===== src/rtl/slp_pkg.sv =====
package slp_pkg;
   typedef enum logic [1:0] {
      ST_AWAKE   = 2'd0,
      ST_ENTER   = 2'd1,
      ST_ASLEEP  = 2'd2,
      ST_RECOVER = 2'd3
   } slp_state_e;
endpackage


===== src/rtl/slp_req_sync.sv =====
module slp_req_sync #(
   parameter int STAGES = 2
) (
   input  logic clk,
   input  logic rst_n,
   input  logic req_async,
   output logic req_sync
);
   generate
      if (STAGES < 2) begin : g_bad_stages
         $error("slp_req_sync: STAGES must be at least 2");
      end
   endgenerate

   logic [STAGES-1:0] chain_q;

   always_ff @(posedge clk or negedge rst_n) begin
      if (!rst_n) chain_q <= '0;
      else        chain_q <= {chain_q[STAGES-2:0], req_async};
   end

   assign req_sync = chain_q[STAGES-1];
endmodule


===== src/rtl/slp_phase_fsm.sv =====
module slp_phase_fsm
   import slp_pkg::*;
#(
   parameter int ENTER_CYCLES = 2,
   parameter int EXIT_CYCLES  = 2
) (
   input  logic       clk,
   input  logic       rst_n,
   input  logic       req_s,
   output slp_state_e state
);
   localparam int MAX_CYC = (ENTER_CYCLES > EXIT_CYCLES) ? ENTER_CYCLES : EXIT_CYCLES;
   localparam int CNT_W   = (MAX_CYC > 1) ? $clog2(MAX_CYC) : 1;
   localparam logic [CNT_W-1:0] ENT_LAST = CNT_W'(ENTER_CYCLES - 1);
   localparam logic [CNT_W-1:0] EXT_LAST = CNT_W'(EXIT_CYCLES - 1);

   generate
      if (ENTER_CYCLES < 1 || EXIT_CYCLES < 1) begin : g_bad_cycles
         $error("slp_phase_fsm: phase lengths must be at least 1");
      end
   endgenerate

   slp_state_e       state_q, state_d;
   logic [CNT_W-1:0] cnt_q, cnt_d;

   always_comb begin
      state_d = state_q;
      cnt_d   = cnt_q + CNT_W'(1);
      case (state_q)
         ST_AWAKE: begin
            cnt_d = '0;
            if (req_s) state_d = ST_ENTER;
         end
         ST_ENTER: begin
            if (!req_s) begin
               state_d = ST_RECOVER;
               cnt_d   = '0;
            end else if (cnt_q == ENT_LAST) begin
               state_d = ST_ASLEEP;
               cnt_d   = '0;
            end
         end
         ST_ASLEEP: begin
            cnt_d = '0;
            if (!req_s) state_d = ST_RECOVER;
         end
         ST_RECOVER: begin
            if (req_s) begin
               state_d = ST_ENTER;
               cnt_d   = '0;
            end else if (cnt_q == EXT_LAST) begin
               state_d = ST_AWAKE;
               cnt_d   = '0;
            end
         end
         default: begin
            state_d = ST_AWAKE;
            cnt_d   = '0;
         end
      endcase
   end

   always_ff @(posedge clk or negedge rst_n) begin
      if (!rst_n) begin
         state_q <= ST_AWAKE;
         cnt_q   <= '0;
      end else begin
         state_q <= state_d;
         cnt_q   <= cnt_d;
      end
   end

   assign state = state_q;
endmodule


===== src/rtl/slp_err_track.sv =====
module slp_err_track
   import slp_pkg::*;
#(
   parameter int NUM_STROBES = 2,
   parameter int NUM_CE      = 3
) (
   input  logic                   clk,
   input  logic                   rst_n,
   input  slp_state_e             state,
   input  logic                   req_s,
   input  logic                   deselected,
   input  logic [NUM_STROBES-1:0] strobe_act,
   input  logic [NUM_CE-1:0]      ce_act,
   output logic                   proto_err
);
   logic any_act, act_bad, entry_bad, err_q;

   assign any_act   = (|strobe_act) | (|ce_act);
   assign act_bad   = (state != ST_AWAKE) && any_act;
   assign entry_bad = (state == ST_AWAKE) && req_s && !deselected;

   always_ff @(posedge clk or negedge rst_n) begin
      if (!rst_n) err_q <= 1'b0;
      else        err_q <= err_q | act_bad | entry_bad;
   end

   assign proto_err = err_q;
endmodule


===== src/rtl/slp_ctrl.sv =====
module slp_ctrl
   import slp_pkg::*;
#(
   parameter int SYNC_STAGES  = 2,
   parameter int ENTER_CYCLES = 2,
   parameter int EXIT_CYCLES  = 2,
   parameter int NUM_STROBES  = 2,
   parameter int NUM_CE       = 3
) (
   input  logic                   clk,
   input  logic                   rst_n,
   input  logic                   sleep_req,
   input  logic                   deselected,
   input  logic [NUM_STROBES-1:0] strobe_act,
   input  logic [NUM_CE-1:0]      ce_act,
   output logic                   sleep_active,
   output logic                   access_ok,
   output logic                   force_hiz,
   output logic                   proto_err
);
   generate
      if (NUM_STROBES < 1 || NUM_CE < 1) begin : g_bad_widths
         $error("slp_ctrl: strobe and enable counts must be at least 1");
      end
   endgenerate

   logic       req_s;
   slp_state_e state;

   slp_req_sync #(.STAGES(SYNC_STAGES)) u_sync (
      .clk       (clk),
      .rst_n     (rst_n),
      .req_async (sleep_req),
      .req_sync  (req_s)
   );

   slp_phase_fsm #(
      .ENTER_CYCLES (ENTER_CYCLES),
      .EXIT_CYCLES  (EXIT_CYCLES)
   ) u_fsm (
      .clk   (clk),
      .rst_n (rst_n),
      .req_s (req_s),
      .state (state)
   );

   slp_err_track #(
      .NUM_STROBES (NUM_STROBES),
      .NUM_CE      (NUM_CE)
   ) u_err (
      .clk        (clk),
      .rst_n      (rst_n),
      .state      (state),
      .req_s      (req_s),
      .deselected (deselected),
      .strobe_act (strobe_act),
      .ce_act     (ce_act),
      .proto_err  (proto_err)
   );

   assign sleep_active = (state == ST_ASLEEP);
   assign access_ok    = (state == ST_AWAKE);
   assign force_hiz    = (state != ST_AWAKE);
endmodule


===== config.mk =====
export PLATFORM = sky130hd
export DESIGN_NAME = slp_ctrl
export DESIGN_NICKNAME = d
export VERILOG_FILES = /design/src/rtl/slp_pkg.sv /design/src/rtl/slp_req_sync.sv /design/src/rtl/slp_phase_fsm.sv /design/src/rtl/slp_err_track.sv /design/src/rtl/slp_ctrl.sv
export SDC_FILE = /design/constraint.sdc
export NUM_CORES = 1
export LEC_CHECK = 0
export BUFFER_PORTS_ARGS = -buffer_cell sky130_fd_sc_hd__buf_4
export CAP_MARGIN = 20
export CORE_AREA = 2 2 39 41
export CTS_CLUSTER_DIAMETER = 40
export CTS_CLUSTER_SIZE = 24
export DETAILED_ROUTE_END_ITERATION = 10
export DIE_AREA = 0 0 41 43
export GPL_TIMING_DRIVEN = 0
export SYNTH_ARGS = -nofsm -noshare
export SYNTH_HDL_FRONTEND = slang
export SYNTH_SLANG_ARGS = --single-unit

===== constraint.sdc =====
create_clock -name clk -period 2.36 [get_ports clk]
set_input_delay 0.472 -clock clk [delete_from_list [all_inputs] [get_ports clk]]
set_output_delay 0.472 -clock clk [all_outputs]
set_load 0.01 [all_outputs]

==> impl_metrics.toml, run 1 <==
[status]
run_status = "finished clean"

[critical_path]
r2r.worst_path.cells = 5
worstPathRequired_ns = 1.89
worst_setup_path_start_kind = "flip-flop"
worst-setup-path-type = "reg2out"
maximum_fanout_count_along_the_critical_path = 5
arrival_ns = 1.24
end_kind = "output port"

[min_path]
path_class_of_the_lowest_slack_min_delay_path = "in2async"

[floorplan]
die_outline_area_um2 = 1760
placeableCoreArea_um2 = 1380
io_pins = 13
die_w_um = 41
fp-row-count = 14
die-height_um = 43
initial_utilization = 0.245

[yosys]
synth_mux_area_frac = 0.0627
ys_seq_elements = 6
post_synth_instance_area_um2 = 339
yosys.area_share.adder = 0.185
synth-warning-count = 0
mappedNetlistNets = 46
synth-compound-area-share = 0.122
netlist_instances = 32
synth-simple-area-share = 0.133
synth-seq-area-share = 0.443
syn_area_per_cell_um2 = 10.6
largest_family_of_logic_cells_by_synthesized_area = "adder cells"
yosys.cell_types.count = 15
synth_xor_area_frac = 0

[final_layout]
finished_layout_cells = 63
area.growth.synth_to_final_pct = 39.1
final_core_util = 0.341
nets = 63
final_layout_size_suffix_gt1_frac = 0.340
num_antenna_cells = 0

[power_and_ir_drop]
design_power_total_mw = 0.498
vdd.ir_drop.worst_v = 0.000394
power.static_leakage_nw = 0.232
power.density_cell_area_nw_per_um2 = 1060

[cts]
cts_max_level = 1
cts_repair_resize_count = 0
cts_tree = "built"
clk-insertion-delay-late_ns = 0.25
clkSlewWorstSetupHoldPaths_ns = 0.04
cts.sink_count = 6
post_cts.repair.setup_buffers = 0
cts-root-to-sink-buffers = 2
ctsHoldBuffers = 0
numCtsBuffers = 3
clockRootBuffer = "sky130_fd_sc_hd__clkbuf_4"

[global_routing]
grt.total_usage = 0.0882
grt_remaining_overflow = 0
grt_antenna_before_repair = 0
grt_first_pass_wirelength_um = 993
number_of_global_route_vias_before_repair = 253
grt_start_max_net_pins = 8

[sta]
period_share = 0.726
hold_ws_ns = 0.0199
fmax_mhz = 584
report.final.setup_viol = 0
period_needed_ns = 1.71
timing_max_transition_violations_final = 0
timing_hold_violations_final = 0
fin_skew_ns = 0.00603
fin_tns_setup_ns = 0
grt_setup_unrepaired = "false"
slew-limit-headroom = 0.690
tightestPinTransition_ns = 0.454

[detailed_routing]
drc = 0
wl_per_cell_um = 9.57
drt_iter0_drc = 3
wirelength_um = 603
routed-via-count = 264
tritonroute_pass_1_iters = 4
ant_nets = 0
post_detailed_route_via_to_cell_ratio = 4.19

[placed_design]
post-place-cells = 60
port_buffers = 12
dp_hpwl_um = 504
finalWeightedCongestion = 0.701

[flow_run]
max-cap-violations = 0
[flip-flops by register name, indices dropped and copies added, names as in the netlist]
signal	flops
u_fsm.cnt_q	1
u_err.proto_err	1
u_sync.chain_q	2
u_fsm.state	2
[routing by layer]
metal  part of all wire  wire length, um  GRT usage
met2               0.52              313      0.113
met3              0.018               11     0.0471
met1               0.44              267      0.110
met4              0.017               10     0.0600
met5                  0                0          0
[final cells by class]
| cell class | count | area, um^2 |
|---|---|---|
| multi-input combinational | 21 | 170 |
| clock buffer | 3 | 22.5 |
| tap | 16 | 20.0 |
| timing repair buffer | 12 | 90.1 |
| fill | 139 | 912 |
| inverter | 5 | 18.8 |
| sequential | 6 | 150 |
[kinds of logic (layout without fill, tap and decap cells)]
kind of cell | Yosys count | in the layout
and+or+nand+nor | 9 | 9
muxes | 2 | 2
buffers and inverters | 5 | 20
adders and majority gates | 5 | 5
AOI/OAI and AO/OA | 5 | 5
DFF | 6 | 6
[power by group]
group | switching, mW | internal [mW] | total, mW
sequential | 0.0274 | 0.133 | 0.160
clock | 0.0356 | 0.0574 | 0.0930
combinational | 0.121 | 0.124 | 0.245
total | 0.184 | 0.314 | 0.498
[synth_stat cells, drive strengths merged]
master,instances,area [um^2]
a31oi,1,6.26
nor2,2,7.51
or4,1,7.51
inv,5,18.8
a2111oi,1,8.76
a32oi,1,16.3
ha,5,62.6
mux2,1,11.3
a21oi,1,5.00
nand2,3,11.3
nor2b,1,6.26
mux2i,1,10.0
dfrtp,6,150
o21ai,1,5.00
nand2b,2,12.5
[layout by cell type, fill, tap and decap left out]
master,n
sky130_fd_sc_hd__buf_4,12
sky130_fd_sc_hd__dfrtp_1,6
sky130_fd_sc_hd__inv_1,5
sky130_fd_sc_hd__ha_1,5
sky130_fd_sc_hd__nand2_1,3
sky130_fd_sc_hd__clkbuf_4,3
sky130_fd_sc_hd__nor2_1,2
sky130_fd_sc_hd__nand2b_1,2
sky130_fd_sc_hd__a21oi_1,1
sky130_fd_sc_hd__or4_1,1
sky130_fd_sc_hd__o21ai_1,1
sky130_fd_sc_hd__a31oi_1,1
sky130_fd_sc_hd__a32oi_2,1
sky130_fd_sc_hd__mux2_1,1
sky130_fd_sc_hd__nor2b_1,1
sky130_fd_sc_hd__a2111oi_0,1
sky130_fd_sc_hd__mux2i_1,1
[metrics by stage]
stage / setup WS [ns] / area, um^2
6_report: 0.647 / 472
5_1_grt: 0.562 / 472
4_1_cts: 0.632 / 472
3_5_place_dp: 0.822 / 449
3_3_place_gp: 0.837 / 449
2_1_floorplan: 0.905 / 339
[worst max-delay path, cell delays in order, from the launching register on]
cell                      delay [ns]
sky130_fd_sc_hd__dfrtp_1        0.41
sky130_fd_sc_hd__inv_1          0.11
sky130_fd_sc_hd__ha_1           0.25
sky130_fd_sc_hd__inv_1          0.07
sky130_fd_sc_hd__buf_4          0.14
[final timing paths]
kind | endpoint | slack [ns] | startpoint
worst max-delay path | force_hiz | 0.65 | u_fsm.state[0]
worst min-delay path | u_err.proto_err | 0.02 | rst_n
worst max register to register | u_fsm.state[1] | 0.82 | u_fsm.state[0]
worst min register to register | u_sync.chain_q[1] | 0.36 | u_sync.chain_q[0]
max in group asynchronous | u_fsm.state[1] | 2.22 | rst_n
min in group clk | u_sync.chain_q[0] | 0.34 | sleep_req
Note: power is estimated with default switching activity, not from simulation.
==> inputs of run 2 (changes only) <==
==> constraint.sdc (replaced) <==
create_clock -name clk -period 1.54 [get_ports clk]
set_input_delay 0.308 -clock clk [delete_from_list [all_inputs] [get_ports clk]]
set_output_delay 0.308 -clock clk [all_outputs]
set_load 0.01 [all_outputs]
==> run 2 against run 1 <==
Effect of this change:
- worst hold slack gained 0.15 ns
- combinational power increased by 84%
- register-to-register slack lost 0.79 ns
- worst setup slack worse by 0.62 ns
- count of clock-buffer cells in the layout is the same
- die area did not move
- first-iteration DRC count down 67%
- sequential share of layout area fell by 1.8 points
- cell count grew 1.6%
- final area rose by 6.1%
- largest cell class unchanged
==> impl_metrics.toml, run 2 (synthesis gave the netlist of run 1 again) <==
[critical_path]
r2r_start = "u_fsm.state[0]"
cpLargestDelayFamily = "flip-flops"
arrival_ns = 1.64
worst_setup_path_start_kind = "flip-flop"
r2r-end = "u_fsm.state[1]"
timing.critical_path.cells = "inv_2, ha_2, inv_1, a32oi_2, mux2_4"
worstPathRequired_ns = 1.66
end_kind = "flip-flop"
worst-setup-path-type = "reg2reg"
r2r.worst_path.cells = 5
worst-path-buf-inv = 2
setup.reg_to_reg.worst_slack_ns = 0.03
cpMaxStageDelayCell = "sky130_fd_sc_hd__dfrtp_1"
maximum_fanout_count_along_the_critical_path = 4
crit_path_max_incr_delay_ns = 0.42

[final_layout]
final_common_cell = "sky130_fd_sc_hd__buf_4"
num_antenna_cells = 0
area.growth.synth_to_final_pct = 47.6
final_core_util = 0.362
mostFrequentLayoutCells = "sky130_fd_sc_hd__buf_4 (12), sky130_fd_sc_hd__dfrtp_1 (6)"
nets = 64
final_layout_size_suffix_gt1_frac = 0.438

[cts]
cts-root-to-sink-buffers = 2
cts_tree = "built"
clk-insertion-delay-late_ns = 0.25
cts.sink_count = 6
cts_max_level = 1
clockRootBuffer = "sky130_fd_sc_hd__clkbuf_4"
numCtsBuffers = 3
clkSlewWorstSetupHoldPaths_ns = 0.04

[global_routing]
grt_start_max_net_pins = 8
grt_remaining_overflow = 0
grt.total_usage = 0.0953
grt_first_pass_wirelength_mm = 1.09
number_of_global_route_vias_before_repair = 275
grt_antenna_before_repair = 0

[floorplan]
initial_utilization = 0.245
die_outline_area_um2 = 1760
io_pins = 13
die_w_um = 41
die-height_um = 43
placeableCoreArea_um2 = 1380
fp-row-count = 14

[sta]
fin_tns_setup_ns = 0
tightestPinTransition_ns = 0.429
report.final.setup_viol = 0
timing_max_transition_violations_final = 0
grt_setup_unrepaired = "true"
period_share = 0.983
slew-limit-headroom = 0.707
fin_skew_ns = 0.00557
fmax_mhz = 661
timing_hold_violations_final = 0
period_needed_ns = 1.51

[detailed_routing]
wl_per_cell_um = 10.2
ant_nets = 0
routed-via-count = 272
wirelength_um = 650
drc = 0
drt_iter0_drc = 1
tritonroute_pass_1_iters = 3
post_detailed_route_via_to_cell_ratio = 4.25

[status]
run_status = "finished clean"

[power_and_ir_drop]
clockPowerShare = 0.168
power.switching_fraction = 0.368
intPower_mw = 0.535
power.net_switching_mw = 0.311
power.share.sequential = 0.298
vdd.ir_drop.worst_v = 0.000595
power.static_leakage_nw = 0.236
power.density_cell_area_nw_per_um2 = 1690
power.share.combinational = 0.534

[placed_design]
port_buffers = 12
finalWeightedCongestion = 0.701
dp_hpwl_um = 504

[min_path]
min_delay_worst_endpoint = "u_sync.chain_q[0]"
path_class_of_the_lowest_slack_min_delay_path = "in2reg"
hold_depth = 1
worst_hold_path_startpoint = "sleep_req"

[flow_run]
max-cap-violations = 0
==> run 2: cell types whose count changed in the layout (fill, tap and decap cells not counted), sizes merged <==
| cell | change |
|---|---|
| dlygate4sd3 | +1 |
==> run 2: worst max-delay path by stage <==
stage / startpoint / to / cells past startpoint
final: u_fsm.state[0] / u_fsm.state[1] / 5
after global routing: u_fsm.state[0] / u_fsm.state[1] / 5
after CTS: u_fsm.state[0] / u_fsm.state[1] / 5
after detailed placement: u_fsm.state[0] / u_fsm.state[1] / 5
after global placement: u_fsm.state[0] / u_fsm.state[1] / 5
after floorplan: u_fsm.state[0] / u_fsm.state[1] / 5
==> run 2: through the flow <==
stage                     hold WS (ns)  power (mW)  cell area (um^2)  instances  worst slack (ns)
after floorplan                 0.0124       0.501               339         32            0.0854
after global placement           0.116       0.626               449         60            0.0171
after detailed placement         0.117       0.632               449         60           0.00250
after CTS                        0.167       0.786               484         64           0.00156
after global routing             0.165       0.922               500         64           -0.0193
final                            0.172       0.847               500         64            0.0266
==> run 2: timing repair <==
| action | 4_1_cts | 5_1_grt |
|---|---|---|
| pin swaps | 0 | 1 |
| setup buffers | 0 | 0 |
| hold endpoints to repair | 6 | 0 |
| gates resized for setup | 1 | 5 |
| setup endpoints to repair | 2 | 3 |
| cloned | 0 | 0 |
| hold buffers | 1 | 0 |
==> run 2: layout make-up <==
type | count | area, um^2
fillers | 140 | 883
multi-input cells | 21 | 189
flip-flops and latches | 6 | 150
repair buffers | 13 | 100
clock buffers | 3 | 22.5
well taps | 16 | 20.0
inverters | 5 | 18.8
==> run 2: power by group through the flow <==
stage | clock, mW | sequential [mW] | combinational, mW
3_3_place_gp | 0 | 0.245 | 0.381
2_1_floorplan | 0 | 0.236 | 0.265
5_1_grt | 0.159 | 0.259 | 0.505
4_1_cts | 0.149 | 0.246 | 0.390
6_report | 0.143 | 0.252 | 0.452
3_5_place_dp | 0 | 0.249 | 0.382
==> run 2: metal layers <==
layer / part of all wire / GRT usage / up-vias
met3: 0.017 / 0.0471 / 2
li1: - / - / 138
met5: 0 / 0 / -
met2: 0.52 / 0.131 / 4
met4: 0.023 / 0.0600 / 0
met1: 0.44 / 0.113 / 128
